$ cat src/rtl/asr_pkg.sv
package asr_pkg;
  localparam int MAX_DATA = 9;

  typedef logic [MAX_DATA-1:0] char_t;

  // Total bits in a frame: start + data + stop.
  function automatic logic [3:0] frame_bits(input logic [1:0] sel);
    return 4'd8 + {2'b00, sel};
  endfunction
endpackage

$ cat src/rtl/asr_deframer.sv
module asr_deframer
  import asr_pkg::*;
(
  input  logic       clk,
  input  logic       rst_n,
  input  logic       clear,
  input  logic [1:0] len_sel,
  input  logic       bit_valid,
  input  logic       bit_in,
  output logic       out_valid,
  output char_t      out_data
);
  logic       busy;
  logic [3:0] pos;
  char_t      sh;
  logic [3:0] stop_pos;

  assign stop_pos = frame_bits(len_sel) - 4'd1;

  always_ff @(posedge clk) begin
    if (!rst_n || clear) begin
      busy      <= 1'b0;
      pos       <= '0;
      sh        <= '0;
      out_valid <= 1'b0;
      out_data  <= '0;
    end else begin
      out_valid <= 1'b0;
      if (bit_valid) begin
        if (!busy) begin
          if (!bit_in) begin
            busy <= 1'b1;
            pos  <= 4'd1;
            sh   <= '0;
          end
        end else if (pos == stop_pos) begin
          out_valid <= 1'b1;
          out_data  <= sh;
          sh        <= '0;
          if (bit_in) begin
            busy <= 1'b0;
          end else begin
            pos <= 4'd1;
          end
        end else begin
          sh[pos - 4'd1] <= bit_in;
          pos            <= pos + 4'd1;
        end
      end
    end
  end
endmodule

$ cat src/rtl/asr_fifo.sv
module asr_fifo #(
  parameter int WIDTH = 9,
  parameter int DEPTH = 2
) (
  input  logic             clk,
  input  logic             rst_n,
  input  logic             clear,
  input  logic             in_valid,
  output logic             in_ready,
  input  logic [WIDTH-1:0] in_data,
  output logic             out_valid,
  input  logic             out_ready,
  output logic [WIDTH-1:0] out_data
);
  localparam int AW = (DEPTH > 1) ? $clog2(DEPTH) : 1;
  localparam int CW = $clog2(DEPTH + 1);

  logic [AW-1:0]    wptr, rptr;
  logic [CW-1:0]    count;
  logic [WIDTH-1:0] slot_q [DEPTH];
  logic             wr_en, rd_en;

  assign in_ready  = (count != CW'(DEPTH));
  assign out_valid = (count != '0);
  assign wr_en     = in_valid && in_ready;
  assign rd_en     = out_valid && out_ready;
  assign out_data  = slot_q[rptr];

  for (genvar g = 0; g < DEPTH; g++) begin : g_slot
    logic [WIDTH-1:0] q;
    always_ff @(posedge clk) begin
      if (!rst_n) begin
        q <= '0;
      end else if (wr_en && wptr == AW'(g)) begin
        q <= in_data;
      end
    end
    assign slot_q[g] = q;
  end

  always_ff @(posedge clk) begin
    if (!rst_n || clear) begin
      wptr  <= '0;
      rptr  <= '0;
      count <= '0;
    end else begin
      if (wr_en) wptr <= (wptr == AW'(DEPTH - 1)) ? '0 : wptr + 1'b1;
      if (rd_en) rptr <= (rptr == AW'(DEPTH - 1)) ? '0 : rptr + 1'b1;
      case ({wr_en, rd_en})
        2'b10:   count <= count + 1'b1;
        2'b01:   count <= count - 1'b1;
        default: count <= count;
      endcase
    end
  end
endmodule

$ cat src/rtl/asr_serializer.sv
module asr_serializer
  import asr_pkg::*;
#(
  parameter int DIV = 3024
) (
  input  logic       clk,
  input  logic       rst_n,
  input  logic       clear,
  input  logic [1:0] len_sel,
  input  logic       in_valid,
  output logic       in_ready,
  input  char_t      in_data,
  output logic       line,
  output logic       tick,
  output logic       busy
);
  localparam int CNTW = (DIV > 1) ? $clog2(DIV) : 1;

  logic [CNTW-1:0] cnt;
  logic [3:0]      pos;
  logic [3:0]      last;
  char_t           sh;

  assign last     = frame_bits(len_sel) - 4'd1;
  assign tick     = (cnt == CNTW'(DIV - 1));
  assign in_ready = tick && (!busy || pos == last);

  always_ff @(posedge clk) begin
    if (!rst_n || clear) begin
      cnt <= '0;
    end else begin
      cnt <= tick ? '0 : cnt + 1'b1;
    end
  end

  always_ff @(posedge clk) begin
    if (!rst_n || clear) begin
      busy <= 1'b0;
      pos  <= '0;
      sh   <= '0;
      line <= 1'b1;
    end else if (tick) begin
      if (in_valid && in_ready) begin
        busy <= 1'b1;
        pos  <= '0;
        sh   <= in_data;
        line <= 1'b0;
      end else if (busy) begin
        if (pos == last) begin
          busy <= 1'b0;
          line <= 1'b1;
        end else begin
          pos  <= pos + 4'd1;
          line <= (pos + 4'd1 == last) ? 1'b1 : sh[0];
          sh   <= sh >> 1;
        end
      end
    end
  end
endmodule

$ cat src/rtl/async_stop_restorer.sv
module async_stop_restorer
  import asr_pkg::*;
#(
  parameter int OUT_DIV    = 3024,
  parameter int FIFO_DEPTH = 2
) (
  input  logic       clk,
  input  logic       rst_n,
  input  logic       sync_mode,
  input  logic [1:0] len_sel,
  input  logic       in_valid,
  input  logic       in_bit,
  output logic       rxd,
  output logic       overflow
);
  logic  fr_valid;
  char_t fr_data;
  logic  fifo_in_ready;
  logic  fifo_out_valid;
  char_t fifo_out_data;
  logic  ser_ready;
  logic  ser_line;
  logic  ser_tick;
  logic  ser_busy;
  logic  sync_q;

  asr_deframer u_deframer (
    .clk       (clk),
    .rst_n     (rst_n),
    .clear     (sync_mode),
    .len_sel   (len_sel),
    .bit_valid (in_valid),
    .bit_in    (in_bit),
    .out_valid (fr_valid),
    .out_data  (fr_data)
  );

  asr_fifo #(.WIDTH(MAX_DATA), .DEPTH(FIFO_DEPTH)) u_fifo (
    .clk       (clk),
    .rst_n     (rst_n),
    .clear     (sync_mode),
    .in_valid  (fr_valid),
    .in_ready  (fifo_in_ready),
    .in_data   (fr_data),
    .out_valid (fifo_out_valid),
    .out_ready (ser_ready),
    .out_data  (fifo_out_data)
  );

  asr_serializer #(.DIV(OUT_DIV)) u_ser (
    .clk      (clk),
    .rst_n    (rst_n),
    .clear    (sync_mode),
    .len_sel  (len_sel),
    .in_valid (fifo_out_valid),
    .in_ready (ser_ready),
    .in_data  (fifo_out_data),
    .line     (ser_line),
    .tick     (ser_tick),
    .busy     (ser_busy)
  );

  always_ff @(posedge clk) begin
    if (!rst_n) begin
      sync_q   <= 1'b1;
      overflow <= 1'b0;
    end else begin
      if (in_valid) sync_q <= in_bit;
      if (fr_valid && !fifo_in_ready) overflow <= 1'b1;
    end
  end

  assign rxd = sync_mode ? sync_q : ser_line;
endmodule

$ cat config.mk
export PLATFORM = sky130hd
export DESIGN_NAME = async_stop_restorer
export DESIGN_NICKNAME = d
export VERILOG_FILES = /design/src/rtl/asr_pkg.sv /design/src/rtl/asr_deframer.sv /design/src/rtl/asr_fifo.sv /design/src/rtl/asr_serializer.sv /design/src/rtl/async_stop_restorer.sv
export SDC_FILE = /design/constraint.sdc
export NUM_CORES = 1
export LEC_CHECK = 0
export ABC_AREA = 1
export BUFFER_PORTS_ARGS = -buffer_cell sky130_fd_sc_hd__buf_2
export CORE_MARGIN = 5
export CORE_UTILIZATION = 50
export DETAILED_ROUTE_END_ITERATION = 6
export GPL_TIMING_DRIVEN = 0
export HOLD_SLACK_MARGIN = 0.05
export PLACE_DENSITY_LB_ADDON = 0.1
export SYNTH_ARGS = -nofsm -noshare
export SYNTH_HDL_FRONTEND = slang
export SYNTH_SLANG_ARGS = --single-unit
$ cat constraint.sdc
create_clock -name clk -period 5.4 [get_ports clk]
set_clock_uncertainty 0.15 [all_clocks]
set_input_delay 1.08 -clock clk [delete_from_list [all_inputs] [get_ports clk]]
set_output_delay 1.08 -clock clk [all_outputs]
set_load 0.01 [all_outputs]
==> results of run 1 <==
[cell usage after synthesis (all sizes together) (2+ instances only)]
cell type,n,area share [%]
a21oi,49,6.7
a31oi,2,0.34
buf,5,1.0
clkbuf,9,0.93
clkinv,2,0.21
dfxtp,75,41
ha,9,3.1
inv,58,6.0
nand2,129,14
nand3,43,6.7
nand3b,3,0.62
nand4,3,0.52
nor2,72,8.1
nor3,5,0.69
nor3b,3,0.62
o21a,2,0.41
o21ai,42,5.8
xor2,6,1.6
[sequential cells by signal (all words and copies together) (netlist names), 2 cells and up]
name                 flops
u_ser.cnt               12
u_fifo.count             2
u_deframer.pos           4
u_fifo.g_slot.q         18
u_deframer.sh            9
u_ser.sh                 9
u_deframer.out_data      9
u_ser.pos                4
[cell families (layout without fill, tap and decap cells)]
kind of cell               count (synthesis)  count (layout)
and+or+nand+nor                          260             260
AOI/OAI and AO/OA                         98              98
DFF                                       75              75
buffers and inverters                     74              97
adders and majority gates                  9               9
xor gates and xnor gates                   7               7
muxes                                      1               1
[where the power goes]
part           switching, W  leakage, nW  internal (W)
registers        0.00000163        0.605      0.000554
logic             0.0000289        0.971     0.0000118
clock network      0.000213        0.106      0.000259
total              0.000244         1.68      0.000825
[metal layers]
layer / track usage [%] / share of wire [%]
met1: 26.80 / 47
met2: 31.37 / 48
met3: 3.236 / 3.3
met4: 7.572 / 1.8
met5: 0 / 0
[area by class of cell]
type | count | area share [%]
Multi-Input combinational cell | 375 | 45.86
Tap cell | 99 | 3.080
Clock inverter | 6 | 2.240
Buffer | 14 | 1.742
Sequential cell | 75 | 37.34
Clock buffer | 9 | 3.080
Timing Repair Buffer | 8 | 0.9956
Inverter | 60 | 5.663
[final timing paths]
kind | cells after the start | start | slack [ns] | end
worst max-delay path | 14 | len_sel[0] | 2.41 | u_fifo.count[1]$_SDFFE_PP0P_
worst min-delay path | 2 | u_fifo.g_slot[0].q[5]$_SDFFE_PN0P_ | 0.30 | u_fifo.g_slot[0].q[5]$_SDFFE_PN0P_
worst max register to register | 13 | u_ser.cnt[0]$_SDFF_PP0_ | 3.01 | u_fifo.count[1]$_SDFFE_PP0P_
worst min register to register | 2 | u_fifo.g_slot[0].q[5]$_SDFFE_PN0P_ | 0.30 | u_fifo.g_slot[0].q[5]$_SDFFE_PN0P_
[stage by stage]
stage	setup WS, ns	instances	hold WS, ns	area (µm²)	power, W
6_report	2.405	646	0.2993	4021	0.001069
5_1_grt	2.168	646	0.3295	4021	0.001109
4_1_cts	2.396	646	0.3024	4021	0.001078
3_5_place_dp	2.030	631	0.2905	3807	0.0006097
3_3_place_gp	2.091	631	0.2833	3807	0.0006090
2_1_floorplan	2.444	524	0.2676	3643	0.0005966
[worst reg2reg max path, stage by stage (launching register included)]
cell     delay [ns]
dfxtp_1        0.36
ha_1           0.20
nand3_1        0.12
nor2_2         0.13
nand3_2        0.19
nor2_8         0.21
nand2_2        0.15
inv_1          0.10
ha_1           0.23
inv_1          0.09
nand2_1        0.06
nor2_1         0.11
o21ai_0        0.09
a21oi_1        0.13
==> run_results.csv, run 1 <==
group,metric,value,unit
cells_and_area,nNetsFinal,559,
cts,cts_sinks,75,
place,dpl.hpwl,5964,µm
yosys,syn_nets,540,
yosys,synthArstFlopShare,0,%
critical_path,setup.worst_path.class,"in2reg",
cells_and_area,areaGrowthSynthToFinish,10.37,%
floorplanning,io_pins,9,
yosys,synth-edff-count,0,
global_routing,overflow,0,
yosys,synth.distinct_cells,37,
floorplanning,die_width,95.37,µm
sta,rsz0062_at_grt,"no",
floorplanning,rows,31,
cts,cts_tree,"yes",
floorplanning,die_y,95.37,µm
sta,period_minus_slack,2.995,ns
critical_path,start_kind,"input pin",
critical_path,slowest_delay,0.36,ns
floorplanning,initial_core_util,50.78,%
cts,ctsHoldBuffers,0,
flow_run,maxCapViolations,0,
yosys,synthMuxAreaShare,0.3091,%
power_and_ir_drop,power_per_cell_area,265.8,mW/mm²
floorplanning,core,0.007176,mm²
yosys,yosysSeqAreaShare,41.21,%
yosys,yosys_warnings,0,
outcome,status,"completed",
place,gp_congestion,0.8380,
cts,postCtsSetupBuffers,0,
yosys,synth_top_family_by_area,"simple AND/OR/NAND/NOR gates",
cts,numCtsBuffers,9,
sta,maxSlewHeadroom,54.10,%
cells_and_area,multi_input_area,0.001844,mm²
critical_path,crit_slowest_cell,"ha_1",
critical_path,worstPathMaxFanout,9,
route,drtAntennaViolNets,0,
cts,clockBufferDepth,2,
yosys,ys.flop_type,"dfxtp_1",
sta,slew_viol_final,0,
route,drt_first_pass_iters,4,
sta,finalHoldViolations,0,
cts,cts_resized,0,
yosys,synth_fa_ha_area_share,3.091,%
yosys,syn_area,0.003643,mm²
global_routing,antenna_found_initial,0,
route,dr_total_vias,3317,
cts,htree_num_levels,3,
critical_path,required,5.53,ns
place,io_buffers,8,
critical_path,crit_chain,"buf_2, inv_1, ha_1, xor2_1, nand3_4, nand2_4, nand2_2, inv_1, ha_1, inv_1, nand2_1, nor2_1, o21ai_0, a21oi_1",
cells_and_area,antennaDiodeCount,0,
cells_and_area,nFillCells,721,
sta,max_freq,0.3339,GHz
yosys,synth-seq-cells,75,
sta,min_period_over_period,55.46,%
cells_and_area,regArea,0.001501,mm²
yosys,synth-compound-area-share,13.84,%
global_routing,track_usage,19.74,%
cells_and_area,drive_gt1_share,8.592,%
cts,root_buffer,"clkbuf_8",
route,routed_wl,8108,µm
sta,worst_pin_slew,0.6860,ns
floorplanning,die-area,0.009094,mm²
critical_path,critPathBufInv,4,
critical_path,cp_common_cell,"inv_1",
cells_and_area,layout_commonest_cell,"nand2_1",
cts,path_clk_slew,0.08,ns
power_and_ir_drop,leakagePower,1.681,nW
route,wire_per_inst,12.55,µm
sta,setup-tns-final,0,ns
route,first_iter_violations,185,
route,via_per_inst,5.135,
yosys,syn_inst,524,
yosys,yosys.area_share.simple,31.49,%
sta,setup_violations,0,
yosys,syn_area_per_cell,6.953,µm²
cells_and_area,final_core_util,56.04,%
critical_path,crit_path_end_kind,"flop",
power_and_ir_drop,peakVddDrop,0.1768,mV
cts,clk_latency,0.35,ns
cells_and_area,final_cell_mix,"nand2_1, dfxtp_1, nor2_1",
global_routing,grt_max_degree,14,
critical_path,arrival,3.13,ns
critical_path,cpLargestDelayFamily,"adder cells",
yosys,synth_xor_area_share,1.889,%
global_routing,grt_pass1_wl,14080,µm
worst_hold_path,hp-class,"reg2reg",
global_routing,grt_pass1_vias,3016,
route,drc,0,
Power figures use the tool's default switching activity.
==> inputs of run 2 (changes only) <==
- ABC_AREA: 1 -> 0
- clock period: 5.4 -> 2.4 ns (I/O delays scaled with it)
==> run_results.csv, run 2 <==
group,metric,value,unit
yosys,syn_area_per_cell,8.817,µm²
sta,worst_pin_slew,0.9723,ns
sta,min_period_over_period,98.88,%
worst_hold_path,hold_depth,3,
cells_and_area,final_cell_mix,"dfxtp_1, nand2_1, nor2_1",
route,drtAntennaViolNets,0,
power_and_ir_drop,p_seq_share,52.1,%
route,drc,0,
critical_path,crit_path_end_kind,"flop",
global_routing,grt_pass1_wl,13790,µm
worst_hold_path,min_from,"in_bit",
sta,period_minus_slack,2.373,ns
power_and_ir_drop,switching_share,22.51,%
critical_path,start_kind,"flop",
place,gp_congestion,0.8003,
flow_run,maxCapViolations,0,
cells_and_area,nNetsFinal,456,
worst_hold_path,min_delay_worst_endpoint,"sync_q$_SDFFE_PN1P_",
cts,numCtsBuffers,9,
power_and_ir_drop,leakagePower,1.453,nW
route,drt_first_pass_iters,4,
place,dp_slack,-0.4002,ns
global_routing,track_usage,19.65,%
power_and_ir_drop,power_per_cell_area,570.1,mW/mm²
floorplanning,rows,31,
power_and_ir_drop,p_clk_share,43.9,%
sta,finalHoldViolations,0,
floorplanning,die_width,94.93,µm
worst_hold_path,hp-class,"in2reg",
cells_and_area,drive_gt1_share,17.08,%
outcome,status,"completed",
route,via_per_inst,5.487,
yosys,ys.flop_type,"dfxtp_1",
critical_path,worstPathMaxFanout,3,
cells_and_area,largest_reg_flops,18,
critical_path,r2r_start,"u_ser.cnt[4]$_SDFF_PP0_",
yosys,synth_commonest_cells,"dfxtp_1, nand2_1, nor2_1",
cts,cts_tree,"yes",
route,routed_wl,8361,µm
critical_path,required,2.52,ns
floorplanning,die_y,94.93,µm
place,io_buffers,8,
cts,root_buffer,"clkbuf_8",
yosys,synth_most_common_cell,"dfxtp_1",
sta,slew_viol_final,0,
sta,fin_ws,0.02679,ns
yosys,syn_nets,425,
cells_and_area,layout_commonest_cell,"dfxtp_1",
cells_and_area,antennaDiodeCount,0,
cells_and_area,areaGrowthSynthToFinish,17.00,%
cells_and_area,fin_area,0.004219,mm²
power_and_ir_drop,comb_power_share,4.0,%
critical_path,reg2reg_depth,6,
power_and_ir_drop,peakVddDrop,0.2390,mV
yosys,synth_top_area_share,41.64,%
critical_path,setup.worst_path.class,"reg2reg",
yosys,synth_area_leaders,"dfxtp_1, mux2i_1, nand2_1, nand3_1, nor2_1",
yosys,synthArstFlopShare,0,%
power_and_ir_drop,switching_power,0.0005414,W
sta,max_freq,0.4214,GHz
route,first_iter_violations,108,
global_routing,antenna_found_initial,0,
yosys,syn_inst,409,
critical_path,arrival,2.50,ns
yosys,synth.distinct_cells,58,
cts,path_clk_slew,0.08,ns
cts,clockBufferDepth,2,
yosys,synth-edff-count,0,
place,dpl.hpwl,5711,µm
sta,maxSlewHeadroom,34.50,%
cells_and_area,fin_cells,544,
sta,setup_violations,0,
floorplanning,core,0.007137,mm²
cells_and_area,top_register,"u_fifo.g_slot.q",
critical_path,rrSetupSlack,0.03,ns
yosys,yosys.area.top_type,"dfxtp_1",
floorplanning,initial_core_util,50.53,%
global_routing,grt_max_degree,14,
sta,holdWs,0.2877,ns
floorplanning,io_pins,9,
yosys,syn_area,0.003606,mm²
sta,setup-tns-final,0,ns
cells_and_area,reg.largest.list,"u_fifo.g_slot.q: 18 flops, u_ser.cnt: 12 flops",
cts,cts_sinks,75,
critical_path,r2r-end,"u_fifo.count[1]$_SDFFE_PP0P_",
global_routing,grt_pass1_vias,2881,
floorplanning,die-area,0.009011,mm²
yosys,yosys_warnings,0,
cts,htree_num_levels,3,
place,place_area,0.003825,mm²
place,dp_cells,516,
route,dr_total_vias,2985,
cells_and_area,nFillCells,642,
yosys,yosysSeqAreaShare,41.64,%
cts,clk_latency,0.35,ns
global_routing,overflow,0,
yosys,synth-seq-cells,75,
route,wire_per_inst,15.37,µm
power_and_ir_drop,intPower,0.001864,W
## run 2: cell families after synthesis
logic type | Yosys count | synth area share, %
AOI/OAI and AO/OA | 75 | 14.85
xor gates and xnor gates | 19 | 4.615
adders and majority gates | 9 | 3.123
buffers and inverters | 32 | 3.574
DFF | 75 | 41.64
muxes | 30 | 8.675
and+or+nand+nor | 169 | 23.53
## run 2: area by class of cell
type	count	area, µm²	share of cell area, %
plain buffers	19	92.59	2.195
clock buffers	9	123.9	2.936
clock inverters	7	92.59	2.195
inverters	12	45.04	1.068
multi-input cells	302	2097	49.70
flip-flops and latches	75	1506	35.71
well taps	99	123.9	2.936
repair buffers	21	137.6	3.262
## run 2: worst max-delay path by stage
stage,to,start,depth (start not counted),slack (ns)
CTS,u_fifo.count[1]$_SDFFE_PP0P_,u_ser.cnt[1]$_SDFF_PP0_,7,-0.06
global placement,u_ser.pos[3]$_SDFFE_PP0P_,len_sel[0],10,-0.38
global route,u_fifo.count[1]$_SDFFE_PP0P_,u_ser.cnt[4]$_SDFF_PP0_,6,-0.02
floorplan,u_fifo.count[1]$_SDFFE_PP0P_,len_sel[0],10,-0.001
finish,u_fifo.count[1]$_SDFFE_PP0P_,u_ser.cnt[4]$_SDFF_PP0_,6,0.03
detailed placement,u_ser.sh[4]$_SDFFE_PP0P_,len_sel[0],10,-0.40
## run 2: critical path, stage by stage (launching register included)
cell and delay [ns]:
dfxtp_2 0.34, nand4bb_4 0.23, or4_4 0.57, a211oi_4 0.26
ha_4 0.25, or3_1 0.37, a21oi_1 0.12
## run 2: power groups by stage
stage	Combinational, W	Clock, W	Sequential (W)
2_1_floorplan	0.0000651	0	0.00128
3_3_place_gp	0.0000929	0	0.00128
3_5_place_dp	0.0000933	0	0.00128
4_1_cts	0.0000975	0.00108	0.00125
5_1_grt	0.000107	0.00114	0.00125
6_report	0.0000968	0.00106	0.00125
## run 2: per-layer routing
layer | vias to the layer above | track usage (%) | part of all wire (%)
met5 | - | 0 | 0
met4 | 0 | 9.014 | 1.6
met3 | 14 | 3.904 | 3.0
met2 | 48 | 30.30 | 47
met1 | 1423 | 26.42 | 49
li1 | 1500 | - | -
## run 2: what timing repair did
action	CTS	global route
setup endpoints to repair	10	31
hold buffers	0	0
setup buffers	8	5
gates resized for setup	7	10
pin swaps	6	9
## run 2: stage by stage
step	utilization (%)	total power (W)
finish	59.12	0.002405
floorplan	-	0.001345
CTS	57.96	0.002426
global route	59.12	0.002502
detailed placement	53.59	0.001375
global placement	53.59	0.001374
==> inputs of run 3 (changes only) <==
- CTS_BUF_LIST: default -> sky130_fd_sc_hd__clkbuf_4 sky130_fd_sc_hd__clkbuf_8 sky130_fd_sc_hd__clkbuf_16
- PLACE_DENSITY: default -> 0.81
- PLACE_DENSITY_LB_ADDON: 0.1 -> default
==> run_results.csv, run 3 (synthesis gave the netlist of run 2 again) <==
group,metric,value,unit
route,dr_total_vias,3084,
cells_and_area,nNetsFinal,451,
cells_and_area,final_core_util,57.75,%
power_and_ir_drop,switching_power,0.0005329,W
global_routing,overflow,0,
worst_hold_path,min_delay_worst_endpoint,"sync_q$_SDFFE_PN1P_",
power_and_ir_drop,power.total,0.002209,W
place,gp_congestion,0.8692,
route,drc,0,
global_routing,grt_pass1_wl,13710,µm
sta,min_period_over_period,97.13,%
global_routing,grt_max_degree,13,
critical_path,setup.worst_path.class,"reg2reg",
global_routing,track_usage,19.62,%
sta,slew_viol_final,0,
worst_hold_path,hp-class,"in2reg",
cells_and_area,largest_reg_flops,18,
critical_path,crit_path_end_kind,"flop",
critical_path,required,2.53,ns
critical_path,reg2reg_depth,8,
floorplanning,die_y,94.93,µm
flow_run,maxCapViolations,0,
route,drtAntennaViolNets,0,
power_and_ir_drop,leakagePower,1.410,nW
floorplanning,core,0.007137,mm²
cts,path_clk_slew,0.08,ns
sta,maxSlewHeadroom,36.11,%
power_and_ir_drop,peakVddDrop,0.2385,mV
route,via_per_inst,5.722,
place,dp_slack,-0.3318,ns
sta,finalHoldViolations,0,
sta,rsz0062_at_grt,"yes",
outcome,status,"completed",
place,dp_cells,516,
critical_path,r2r_start,"u_ser.cnt[1]$_SDFF_PP0_",
power_and_ir_drop,p_clk_share,38.9,%
sta,period_minus_slack,2.331,ns
power_and_ir_drop,power_per_cell_area,536.1,mW/mm²
route,drt_first_pass_iters,5,
floorplanning,initial_core_util,50.53,%
critical_path,arrival,2.46,ns
power_and_ir_drop,intPower,0.001676,W
route,wire_per_inst,15.26,µm
cts,clockBufferDepth,2,
critical_path,crit_chain,"ha_4, nand4_4, or4_4, a211oi_4, ha_2, xnor2_1, or3_1, a21oi_2",
cts,cts_tree,"yes",
critical_path,worstPathMaxFanout,4,
floorplanning,die_width,94.93,µm
worst_hold_path,hold_depth,3,
floorplanning,io_pins,9,
cells_and_area,top_register,"u_fifo.g_slot.q",
cells_and_area,drive_gt1_share,16.36,%
cells_and_area,layout_commonest_cell,"dfxtp_1",
sta,fin_ws,0.06877,ns
power_and_ir_drop,comb_power_share,4.4,%
cells_and_area,nFillCells,640,
cells_and_area,areaGrowthSynthToFinish,14.30,%
floorplanning,rows,31,
cells_and_area,reg.largest.list,"u_fifo.g_slot.q: 18 flops, u_ser.cnt: 12 flops",
critical_path,rrSetupSlack,0.07,ns
critical_path,crit_slowest_cell,"or4_4",
sta,setup_violations,0,
sta,worst_pin_slew,0.9483,ns
cts,cts_sinks,75,
power_and_ir_drop,switching_share,24.12,%
cts,root_buffer,"clkbuf_8",
cts,htree_num_levels,3,
cts,numCtsBuffers,9,
floorplanning,die-area,0.009011,mm²
sta,setup-tns-final,0,ns
cts,ctsHoldBuffers,0,
critical_path,r2r-end,"u_fifo.count[1]$_SDFFE_PP0P_",
place,dpl.hpwl,5622,µm
cells_and_area,final_cell_mix,"dfxtp_1, nand2_1, nor2_1",
worst_hold_path,min_from,"in_bit",
place,io_buffers,8,
route,routed_wl,8226,µm
global_routing,antenna_found_initial,0,
critical_path,slowest_delay,0.47,ns
cells_and_area,fin_cells,539,
route,first_iter_violations,179,
sta,max_freq,0.4290,GHz
global_routing,grt_pass1_vias,2957,
critical_path,start_kind,"flop",
cts,clk_latency,0.35,ns
power_and_ir_drop,p_seq_share,56.7,%
cells_and_area,antennaDiodeCount,0,
[run 3: changes by cell type in the layout (fill, tap and decap cells not counted), sizes merged]
| cell | before | now |
|---|---|---|
| bufinv | 2 | 0 |
| clkinv | 2 | 3 |
| buf | 24 | 17 |
| clkbuf | 25 | 29 |
| clkinvlp | 3 | 2 |
[run 3: routing by layer]
metal	wire, µm	vias to the layer above	GRT usage (%)
met2	4056	83	32.18
li1	-	1501	-
met4	206	0	9.615
met1	3607	1484	24.32
met5	0	-	0
met3	354	16	4.223
[run 3: layout make-up]
type | count | area (µm²) | area share [%]
sequential | 75 | 1506 | 36.55
multi-input combinational | 302 | 2088 | 50.67
tap | 99 | 123.9 | 3.005
clock buffer | 11 | 138.9 | 3.370
inverter | 12 | 45.04 | 1.093
clock inverter | 5 | 30.03 | 0.7286
buffer | 20 | 96.34 | 2.338
timing repair buffer | 15 | 92.59 | 2.247
[run 3: how the worst max path moves through the flow]
stage | start | end | slack (ns) | cells past startpoint
after floorplan | len_sel[0] | u_fifo.count[1]$_SDFFE_PP0P_ | -0.001 | 10
after global placement | len_sel[0] | u_deframer.pos[3]$_SDFFE_PP0P_ | -0.29 | 10
after detailed placement | len_sel[0] | u_deframer.out_data[6]$_SDFFE_PP0P_ | -0.33 | 10
after CTS | u_ser.cnt[4]$_SDFF_PP0_ | u_fifo.count[1]$_SDFFE_PP0P_ | 0.01 | 7
after global routing | len_sel[0] | u_fifo.count[1]$_SDFFE_PP0P_ | -0.02 | 11
final | u_ser.cnt[1]$_SDFF_PP0_ | u_fifo.count[1]$_SDFFE_PP0P_ | 0.07 | 8
[run 3: power groups by stage]
stage | registers, W | logic [W] | clock network (W)
2_1_floorplan | 0.00128 | 0.0000651 | 0
3_3_place_gp | 0.00128 | 0.0000904 | 0
3_5_place_dp | 0.00128 | 0.0000921 | 0
4_1_cts | 0.00125 | 0.0000955 | 0.000872
5_1_grt | 0.00125 | 0.000107 | 0.000921
6_report | 0.00125 | 0.0000969 | 0.000859
[run 3: what timing repair did]
action / CTS / global route
setup buffers: 4 / 2
gates cloned: 0 / 1
resized for setup: 7 / 12
setup endpoints to repair: 2 / 28
pin swaps: 3 / 2
[run 3: critical path: cells and delay by family (launching register included)]
family                     cells  cell delay [ns]
AOI/OAI and AO/OA              2             0.32
xor gates and xnor gates       1             0.07
adders and majority gates      2             0.39
DFF                            1             0.36
and+or+nand+nor                3             0.98
[run 3: stage by stage]
step,area (µm²),hold slack (ns)
after floorplan,3661,0.2780
after global placement,3825,0.2961
after detailed placement,3825,0.3064
after CTS,4065,0.2700
after global routing,4121,0.3074
final,4121,0.2845
